===== src/rtl/tbc_pkg.sv =====
package tbc_pkg;
    localparam int CNT_W  = 64;
    localparam int WORD_W = 32;

    typedef struct packed {
        logic [CNT_W-1:0]  count;
        logic [WORD_W-1:0] ld_lo;
        logic [WORD_W-1:0] ld_hi;
    } core_st_t;

    typedef struct packed {
        logic              valid;
        logic              pend;
        logic [WORD_W-1:0] lo;
        logic [WORD_W-1:0] hi;
    } snap_st_t;
endpackage


===== src/rtl/tbc_step_sel.sv =====
module tbc_step_sel #(
    parameter int STEP_W   = 8,
    parameter int FAST_DEF = 1,
    parameter int SLOW_DEF = 2
) (
    input  logic              clk,
    input  logic              rst_n,
    input  logic              src_slow,
    input  logic              fast_wr,
    input  logic              slow_wr,
    input  logic [STEP_W-1:0] wdata,
    output logic [STEP_W-1:0] step_active
);
    typedef struct packed {
        logic [STEP_W-1:0] fast;
        logic [STEP_W-1:0] slow;
    } step_st_t;

    step_st_t st_d, st_q;

    always_comb begin
        st_d = st_q;
        if (fast_wr) st_d.fast = wdata;
        if (slow_wr) st_d.slow = wdata;
    end

    always_ff @(posedge clk or negedge rst_n) begin
        if (!rst_n) begin
            st_q.fast <= STEP_W'(FAST_DEF);
            st_q.slow <= STEP_W'(SLOW_DEF);
        end else begin
            st_q <= st_d;
        end
    end

    assign step_active = src_slow ? st_q.slow : st_q.fast;

    // a write lands in the addressed register; the other one keeps its value
    a_r4_fast_write: assert property (@(posedge clk) disable iff (!rst_n)
        (fast_wr && !slow_wr) |=> (st_q.fast == $past(wdata)) && $stable(st_q.slow));
    a_r4_slow_write: assert property (@(posedge clk) disable iff (!rst_n)
        (slow_wr && !fast_wr) |=> (st_q.slow == $past(wdata)) && $stable(st_q.fast));
endmodule


===== src/rtl/tbc_stall_gate.sv =====
module tbc_stall_gate #(
    parameter int NCPU = 2
) (
    input  logic [NCPU-1:0] perm,
    input  logic [NCPU-1:0] stall,
    output logic            stall_hit
);
    logic [NCPU-1:0] hit;

    for (genvar i = 0; i < NCPU; i++) begin : g_cpu
        assign hit[i] = perm[i] & stall[i];
    end

    assign stall_hit = |hit;
endmodule


===== src/rtl/tbc_count_core.sv =====
module tbc_count_core
    import tbc_pkg::*;
#(
    parameter int STEP_W = 8
) (
    input  logic              clk,
    input  logic              rst_n,
    input  logic              inc_ok,
    input  logic [STEP_W-1:0] step,
    input  logic              ld_lo_wr,
    input  logic              ld_hi_wr,
    input  logic [WORD_W-1:0] ld_wdata,
    input  logic              apply,
    output logic [CNT_W-1:0]  count
);
    core_st_t st_d, st_q;

    always_comb begin
        st_d = st_q;
        if (ld_lo_wr) st_d.ld_lo = ld_wdata;
        if (ld_hi_wr) st_d.ld_hi = ld_wdata;
        if (apply)
            st_d.count = {st_q.ld_hi, st_q.ld_lo};
        else if (inc_ok)
            st_d.count = st_q.count + CNT_W'(step);
    end

    always_ff @(posedge clk or negedge rst_n) begin
        if (!rst_n) st_q <= '0;
        else        st_q <= st_d;
    end

    assign count = st_q.count;

    // apply copies the load words and wins over an increment
    a_r7_apply_loads: assert property (@(posedge clk) disable iff (!rst_n)
        apply |=> count == {$past(st_q.ld_hi), $past(st_q.ld_lo)});
    // an increment adds exactly the step, modulo 2^64
    a_r2_step_add: assert property (@(posedge clk) disable iff (!rst_n)
        (inc_ok && !apply) |=> count == $past(count) + CNT_W'($past(step)));
    // without an increment or an apply the count holds
    a_r5_hold: assert property (@(posedge clk) disable iff (!rst_n)
        (!inc_ok && !apply) |=> $stable(count));
endmodule


===== src/rtl/tbc_snap.sv =====
module tbc_snap
    import tbc_pkg::*;
(
    input  logic              clk,
    input  logic              rst_n,
    input  logic              req,
    input  logic [CNT_W-1:0]  count,
    output logic              valid,
    output logic [WORD_W-1:0] lo,
    output logic [WORD_W-1:0] hi
);
    snap_st_t st_d, st_q;

    always_comb begin
        st_d = st_q;
        if (req) begin
            st_d.valid = 1'b0;
            st_d.pend  = 1'b1;
        end else if (st_q.pend) begin
            st_d.lo    = count[WORD_W-1:0];
            st_d.hi    = count[CNT_W-1:WORD_W];
            st_d.valid = 1'b1;
            st_d.pend  = 1'b0;
        end
    end

    always_ff @(posedge clk or negedge rst_n) begin
        if (!rst_n) st_q <= '0;
        else        st_q <= st_d;
    end

    assign valid = st_q.valid;
    assign lo    = st_q.lo;
    assign hi    = st_q.hi;

    // a request drops the flag
    a_r8_valid_clears: assert property (@(posedge clk) disable iff (!rst_n)
        req |=> !valid);
    // a pending capture raises the flag with the current count
    a_r8_capture: assert property (@(posedge clk) disable iff (!rst_n)
        (st_q.pend && !req) |=> valid && ({hi, lo} == $past(count)));
    // without a pending capture the words do not move
    a_r9_words_stable: assert property (@(posedge clk) disable iff (!rst_n)
        !st_q.pend |=> $stable(lo) && $stable(hi));
endmodule


===== src/rtl/tbc_timebase.sv =====
module tbc_timebase
    import tbc_pkg::*;
#(
    parameter int STEP_W   = 8,
    parameter int NCPU     = 2,
    parameter int FAST_DEF = 1,
    parameter int SLOW_DEF = 2
) (
    input  logic              clk,
    input  logic              rst_n,
    input  logic              tick_en,
    input  logic              src_slow,
    input  logic              cnt_enable,
    input  logic              step_fast_wr,
    input  logic              step_slow_wr,
    input  logic [STEP_W-1:0] step_wdata,
    input  logic              load_lo_wr,
    input  logic              load_hi_wr,
    input  logic [WORD_W-1:0] load_wdata,
    input  logic              apply_stb,
    input  logic [NCPU-1:0]   stall_perm,
    input  logic [NCPU-1:0]   cpu_stall,
    input  logic              snap_req,
    output logic              snap_valid,
    output logic [WORD_W-1:0] snap_lo,
    output logic [WORD_W-1:0] snap_hi
);
    logic [STEP_W-1:0] step_active;
    logic              stall_hit;
    logic              inc_ok;
    logic [CNT_W-1:0]  count;

    tbc_step_sel #(
        .STEP_W(STEP_W), .FAST_DEF(FAST_DEF), .SLOW_DEF(SLOW_DEF)
    ) u_step (
        .clk(clk), .rst_n(rst_n), .src_slow(src_slow),
        .fast_wr(step_fast_wr), .slow_wr(step_slow_wr),
        .wdata(step_wdata), .step_active(step_active)
    );

    tbc_stall_gate #(.NCPU(NCPU)) u_stall (
        .perm(stall_perm), .stall(cpu_stall), .stall_hit(stall_hit)
    );

    assign inc_ok = tick_en & cnt_enable & ~stall_hit;

    tbc_count_core #(.STEP_W(STEP_W)) u_core (
        .clk(clk), .rst_n(rst_n), .inc_ok(inc_ok), .step(step_active),
        .ld_lo_wr(load_lo_wr), .ld_hi_wr(load_hi_wr), .ld_wdata(load_wdata),
        .apply(apply_stb), .count(count)
    );

    tbc_snap u_snap (
        .clk(clk), .rst_n(rst_n), .req(snap_req), .count(count),
        .valid(snap_valid), .lo(snap_lo), .hi(snap_hi)
    );

    // a permitted stall freezes the count unless an apply happens
    a_r6_stall_freezes: assert property (@(posedge clk) disable iff (!rst_n)
        (|(stall_perm & cpu_stall) && !apply_stb) |=> $stable(count));
endmodule


===== config.mk =====
export PLATFORM = sky130hd
export DESIGN_NAME = tbc_timebase
export DESIGN_NICKNAME = d
export VERILOG_FILES = /design/src/rtl/tbc_pkg.sv /design/src/rtl/tbc_step_sel.sv /design/src/rtl/tbc_stall_gate.sv /design/src/rtl/tbc_count_core.sv /design/src/rtl/tbc_snap.sv /design/src/rtl/tbc_timebase.sv
export SDC_FILE = /design/constraint.sdc
export NUM_CORES = 1
export LEC_CHECK = 0
export CAP_MARGIN = 15
export CORE_MARGIN = 2
export CORE_UTILIZATION = 45
export CTS_CLUSTER_SIZE = 10
export DETAILED_ROUTE_END_ITERATION = 6
export MAX_ROUTING_LAYER = met4
export PLACE_DENSITY = 0.67
export SKIP_LAST_GASP = 1
export SLEW_MARGIN = 20
export SYNTH_ARGS = -nofsm -noshare
export SYNTH_HDL_FRONTEND = slang
export SYNTH_SLANG_ARGS = --single-unit

===== constraint.sdc =====
create_clock -name clk -period 7.5 [get_ports clk]
set_clock_uncertainty 0.05 [all_clocks]
set_input_delay 1.5 -clock clk [delete_from_list [all_inputs] [get_ports clk]]
set_output_delay 1.5 -clock clk [all_outputs]
set_load 0.02 [all_outputs]

==> summary.txt, run 1 <==
Outcome
  – Status: complete, no violations

CTS
  – Worst-Skew Late Latency: 520 ps
  – CTS H-Tree Depth: 1
  – Longest Clk Path Bufs: 3
  – # resized after CTS: 0
  – Hold_buf cts: 0
  – Post-CTS setup buffers: 0
  – Worst-path clk slew: 60 ps
  – Clock Sinks: 210
  – TritonCTS clock tree: built
  – Clk root buf: clkbuf_16
  – CTS Buf Count: 25

Layout
  – Final nets: 988
  – Leading cell type in the layout, fill and taps excluded: dfrtp_1
  – Fillers: 1926
  – Seq. cell area: 5258 sq um
  – Post-layout util: 53.63%
  – Share of cells above drive strength 1: 21.95%
  – Most frequent cells in the layout: dfrtp_1, mux2_2, clkdlybuf4s50_1
  – Layout area overhead: 16.88%
  – Final std cells w/o fill: 1214
  – Footprint of the multi-input gates: 4118 sq um
  – Number of diodes: 0
  – Design Area, Final: 11740 sq um

Die
  – Starting Density: 45.88%
  – Die area: 23530 sq um
  – Die X: 153.4 um
  – I/O pin count: 120
  – CORE AREA: 21890 sq um
  – Row Count: 54
  – Die H: 153.4 um

Routing
  – Pre-antenna DRT Iters: 5
  – Starting DRT DRC Count: 400
  – Vias: 6822
  – Drt total wl: 23.70 mm
  – Number of nets with antenna violations after routing: 0
  – Post-DR vias/cell: 5.619
  – Drc violations: 0
  – WL/cell: 19.52 um

Logic synthesis
  – Ys flop type: dfrtp_1
  – Sequential fraction of the synthesis area: 52.34%
  – Ys async rst share: 100.0%
  – Syn Inst Count: 873
  – Yosys reg bits: 210
  – Syn nets: 937
  – Post-synth cell types: 53
  – Ys Warns: 0
  – Post-synthesis instance area: 10040 sq um
  – Syn Area/Cell: 11.51 sq um
  – EDFF count, synth: 0

Setup path
  – Maximum net fanout on the critical path: 8
  – Setup CP Type: in2reg
  – R2R Path Start: u_step.st_q[8]$_DFFE_PN1P_
  – Worst endpoint required time: 7880 ps
  – Critical path arrival: 4980 ps
  – CP endpoint kind: register
  – Crit path launch type: input port
  – Critical Path Start: src_slow

Timing
  – Worst slew margin: 34.52%
  – Fin crit share: 61.30%
  – RSZ-0062 raised after global routing: false
  – Setup-failing EPs final: 0
  – Min Hold Slack: 425.7 ps
  – Min cycle time layout: 4598 ps
  – Max-slew violation count: 0
  – Setup TNS: 0 ps
  – Final worst slack: 2902 ps
  – Fmax: 217.5 MHz
  – Final hold violations: 0
  – Worst-margin pin slew: 981.1 ps

Global route
  – Total grt overflow: 0
  – Largest net degree at the start of global routing: 105
  – Number of global-route vias before repair: 6912
  – Global-route wire length before repair: 38.48 mm
  – Initial antenna violation count: 0
  – Overall routing resource usage: 21.02%

Power
  – Leakage: 4.670 nW
  – Sw Ratio: 28.43%
  – Clock network fraction of design power: 34.1%
  – Power share of the sequential group: 44.9%
  – Net Sw Power: 0.9051 mW
  – Power Dens Cells: 271.2 nW/um^2
  – Max VDD drop: 0.1723 mV
  – Power Internal: 2.279 mW
  – Combinational cell fraction of total power: 21.0%
  – Final Power: 3.184 mW

Placed design
  – Setup WS pre-CTS: 2390 ps
  – GP Congestion: 0.8497
  – Hpwl dp: 16.36 mm
  – Placed Area: 11030 sq um
  – Placed instance count: 1177
  – IO Port Bufs: 119

Worst hold path
  – HP Start: u_core.st_q[50]$_DFFE_PN0P_
  – Hold WC Path Type: reg2reg

Flow run
  – Max-cap violations: 0
worst max-delay path, cell delays in order:
cell and delay [ps]:
clkdlybuf4s50_1 660, mux2_2 390, ha_1 360, a211oi_1 110, nor2_1 330, o21ai_1 310, or4_1 700, or4_1 450
a31oi_1 170
worst paths after layout:
kind / cells past startpoint / slack (ps) / end
max reg2reg: 9 / 4190 / u_core.count[52]$_DFFE_PN0P_
min reg2reg: 2 / 430 / u_core.count[18]$_DFFE_PN0P_
max in group asynchronous: 2 / 5110 / u_core.count[4]$_DFFE_PN0P_
min in group asynchronous: 1 / 1050 / u_snap.hi[7]$_DFFE_PN0P_
min: 2 / 430 / u_core.count[18]$_DFFE_PN0P_
max: 9 / 2900 / u_core.count[52]$_DFFE_PN0P_
area by class of cell:
type,count,area share [%]
clock buffer,35,5.734
timing repair buffer,129,10.77
inverter,10,0.3197
tap,280,2.984
clock inverter,2,0.3304
multi-input combinational,548,35.07
sequential,210,44.78
flip-flops by register name, indices dropped and copies added, names as in the netlist:
register,cells
u_step.st_q,16
u_snap.hi,32
u_core.count,64
u_snap.valid,1
u_snap.st_q,1
u_core.st_q,64
u_snap.lo,32
routing by layer:
layer | up-vias | share of wire, % | track usage [%]
met1 | 3432 | 45 | 28.88
met3 | 45 | 5.0 | 3.346
met4 | 0 | 2.6 | 5.505
met2 | 197 | 48 | 32.82
met5 | - | 0 | -
li1 | 3148 | - | -
synthesized netlist by cell type, types with 2 or more instances:
library cell | count | area (sq um)
nand4_1 | 27 | 168.9
nor4b_1 | 2 | 17.52
or3_1 | 3 | 18.77
nand3_1 | 23 | 115.1
xor2_1 | 14 | 122.6
mux2_2 | 151 | 1700
o21a_1 | 5 | 37.54
dfrtp_1 | 208 | 5205
o31ai_1 | 3 | 22.52
o21ai_0 | 62 | 310.3
xnor2_1 | 36 | 315.3
a211oi_1 | 4 | 30.03
and2_1 | 4 | 25.02
o2111ai_1 | 2 | 17.52
ha_1 | 8 | 100.1
a21o_1 | 4 | 30.03
o31a_1 | 2 | 17.52
nor2_1 | 30 | 112.6
o21ai_1 | 2 | 10.01
nor3_1 | 15 | 75.07
nand2b_1 | 2 | 12.51
a22o_1 | 2 | 17.52
or4b_2 | 2 | 20.02
a21oi_1 | 9 | 45.04
or4_1 | 6 | 45.04
buf_1 | 12 | 45.04
a31oi_1 | 7 | 43.79
inv_1 | 10 | 37.54
nor4_1 | 19 | 118.9
nand2_1 | 78 | 292.8
nor4_2 | 2 | 25.02
dfstp_2 | 2 | 52.55
a2111oi_0 | 6 | 52.55
clkbuf_1 | 27 | 101.4
mux2i_1 | 2 | 20.02
buf_4 | 65 | 488.0
power by group through the flow:
stage                     Clock (mW)  Combinational [mW]  Sequential [mW]
after floorplan                    0               0.508             1.40
after global placement             0               0.664             1.44
after detailed placement           0               0.674             1.45
after CTS                       1.11               0.677             1.43
after global routing            1.16               0.723             1.45
final                           1.09               0.670             1.43
logic make-up (layout without fill, tap and decap cells):
| kind of cell | after synthesis | count (layout) | share of synthesized area [%] |
|---|---|---|---|
| flops | 210 | 210 | 52.34 |
| buf+inv | 115 | 176 | 6.739 |
| simple gates | 223 | 223 | 11.50 |
| fa+ha+maj | 9 | 9 | 1.196 |
| xor+xnor | 50 | 50 | 4.360 |
| compound gates | 113 | 113 | 6.739 |
| mux | 153 | 153 | 17.13 |
(Power assumes the default switching activity.)
==> run 2: changes to the inputs <==
- clock period: 7.5 -> 4.3 ns (I/O delays scaled with it)
==> summary.txt, run 2 (synthesized netlist as in run 1, its figures left out) <==
Outcome
  – Status: complete, no violations

Layout
  – Number of diodes: 0
  – Layout area overhead: 17.53%
  – Design Area, Final: 11810 sq um
  – Most frequent cells in the layout: dfrtp_1, mux2_2, clkdlybuf4s50_1
  – Share of cells above drive strength 1: 22.80%
  – Post-layout util: 53.93%
  – Final nets: 997
  – Leading cell type in the layout, fill and taps excluded: dfrtp_1
  – Fillers: 1948

Timing
  – Worst-margin pin slew: 959.9 ps
  – Fmax: 255.8 MHz
  – Max-slew violation count: 0
  – Worst slew margin: 35.94%
  – Min Hold Slack: 403.4 ps
  – Setup TNS: 0 ps
  – Setup-failing EPs final: 0
  – Final hold violations: 0
  – Fin crit share: 90.90%
  – Min cycle time layout: 3909 ps
  – RSZ-0062 raised after global routing: false

Setup path
  – Reg-to-reg slack, setup: 1150 ps
  – Critical path arrival: 4240 ps
  – Slowest stage cell on the critical path: clkdlybuf4s50_1
  – CP endpoint kind: register
  – Register-to-Register Path Depth: 8
  – Maximum net fanout on the critical path: 8
  – Setup CP Type: in2reg
  – Largest stage delay on the critical path: 670 ps
  – Worst-path cell chain: clkdlybuf4s50_1 > mux2_2 > ha_1 > o21ai_0 > o21ai_0 > nand3_1 > a2111oi_0 > xnor2_1 > o21ai_0
  – Crit path launch type: input port
  – Reg2reg end: u_core.count[61]$_DFFE_PN0P_
  – Most frequent CP cell: o21ai_0
  – Worst endpoint required time: 4630 ps
  – R2R Path Start: u_step.st_q[2]$_DFFE_PN0P_

CTS
  – CTS H-Tree Depth: 1
  – Post-CTS setup buffers: 0
  – Longest Clk Path Bufs: 3
  – Clock Sinks: 210
  – # resized after CTS: 0
  – TritonCTS clock tree: built
  – Worst-path clk slew: 50 ps
  – Worst-Skew Late Latency: 520 ps
  – Hold_buf cts: 0
  – Clk root buf: clkbuf_16
  – CTS Buf Count: 25

Global route
  – Number of global-route vias before repair: 6933
  – Largest net degree at the start of global routing: 109
  – Met1 Use GR: 28.20%
  – Overall routing resource usage: 20.78%
  – Busiest grt layer: met2
  – Global-route wire length before repair: 38.04 mm
  – Total grt overflow: 0
  – Met2 usage: 32.44%
  – GR Util met3: 3.572%
  – Initial antenna violation count: 0

Die
  – I/O pin count: 120
  – Row Count: 54
  – Die X: 153.4 um
  – Die H: 153.4 um
  – Die area: 23530 sq um
  – CORE AREA: 21890 sq um
  – Starting Density: 45.88%

Flow run
  – Max-cap violations: 0

Placed design
  – Hpwl dp: 16.27 mm
  – IO Port Bufs: 119
  – GP Congestion: 0.8638
  – Placed Area: 11110 sq um

Routing
  – Drc violations: 0
  – Pre-antenna DRT Iters: 5
  – Post-DR vias/cell: 5.638
  – WL/cell: 19.33 um
  – Vias: 6895
  – Number of nets with antenna violations after routing: 0
  – Starting DRT DRC Count: 504
  – Drt total wl: 23.65 mm

Power
  – Max VDD drop: 0.2538 mV
  – Final Power: 5.526 mW
  – Power Dens Cells: 468.1 nW/um^2
  – Leakage: 4.714 nW

Worst hold path
  – Hold WC Path Type: in2async
run 2: power by group:
group          leakage, nW  total (mW)  internal, mW  switching (mW)
clock network        0.340        1.84          1.09           0.756
registers             2.50        2.49          2.26           0.229
logic                 1.88        1.19         0.598           0.593
total                 4.71        5.53          3.95            1.58
run 2: worst max-delay path by stage:
stage	start	endpoint	slack, ps	depth (start not counted)
2_1_floorplan	src_slow	u_core.count[56]$_DFFE_PN0P_	660	10
3_3_place_gp	src_slow	u_core.count[37]$_DFFE_PN0P_	-10	9
3_5_place_dp	src_slow	u_core.count[61]$_DFFE_PN0P_	-60	9
4_1_cts	src_slow	u_core.count[61]$_DFFE_PN0P_	450	9
5_1_grt	src_slow	u_core.count[61]$_DFFE_PN0P_	150	9
6_report	src_slow	u_core.count[61]$_DFFE_PN0P_	390	9
run 2: per-stage QoR:
| step | worst slack, ps | std cells |
|---|---|---|
| finish | 391.1 | 1223 |
| global route | 153.1 | 1223 |
| CTS | 453.9 | 1223 |
| detailed placement | -60.15 | 1186 |
| global placement | -14.12 | 1186 |
| floorplan | 660.2 | 873 |
run 2: layout make-up:
cell class,count,area [sq um],share of cell area (%)
tap,280,350.3,2.968
multi-input combinational,548,4118,34.88
inverter,10,37.54,0.3180
sequential,210,5258,44.54
clock inverter,2,13.76,0.1166
clock buffer,35,683.2,5.787
timing repair buffer,138,1345,11.39
run 2: metal layers:
metal	wire length, um	vias up	part of all wire (%)
met2	11230	244	47
li1	-	3177	-
met5	0	-	0
met1	10420	3429	44
met3	1392	45	5.9
met4	603	0	2.6
run 2: worst max-delay path, delay by kind of cell:
| kind | cells | cell delay [ps] |
|---|---|---|
| compound gates | 4 | 1340 |
| buf+inv | 1 | 670 |
| simple gates | 1 | 430 |
| mux | 1 | 380 |
| fa+ha+maj | 1 | 370 |
| xor+xnor | 1 | 180 |
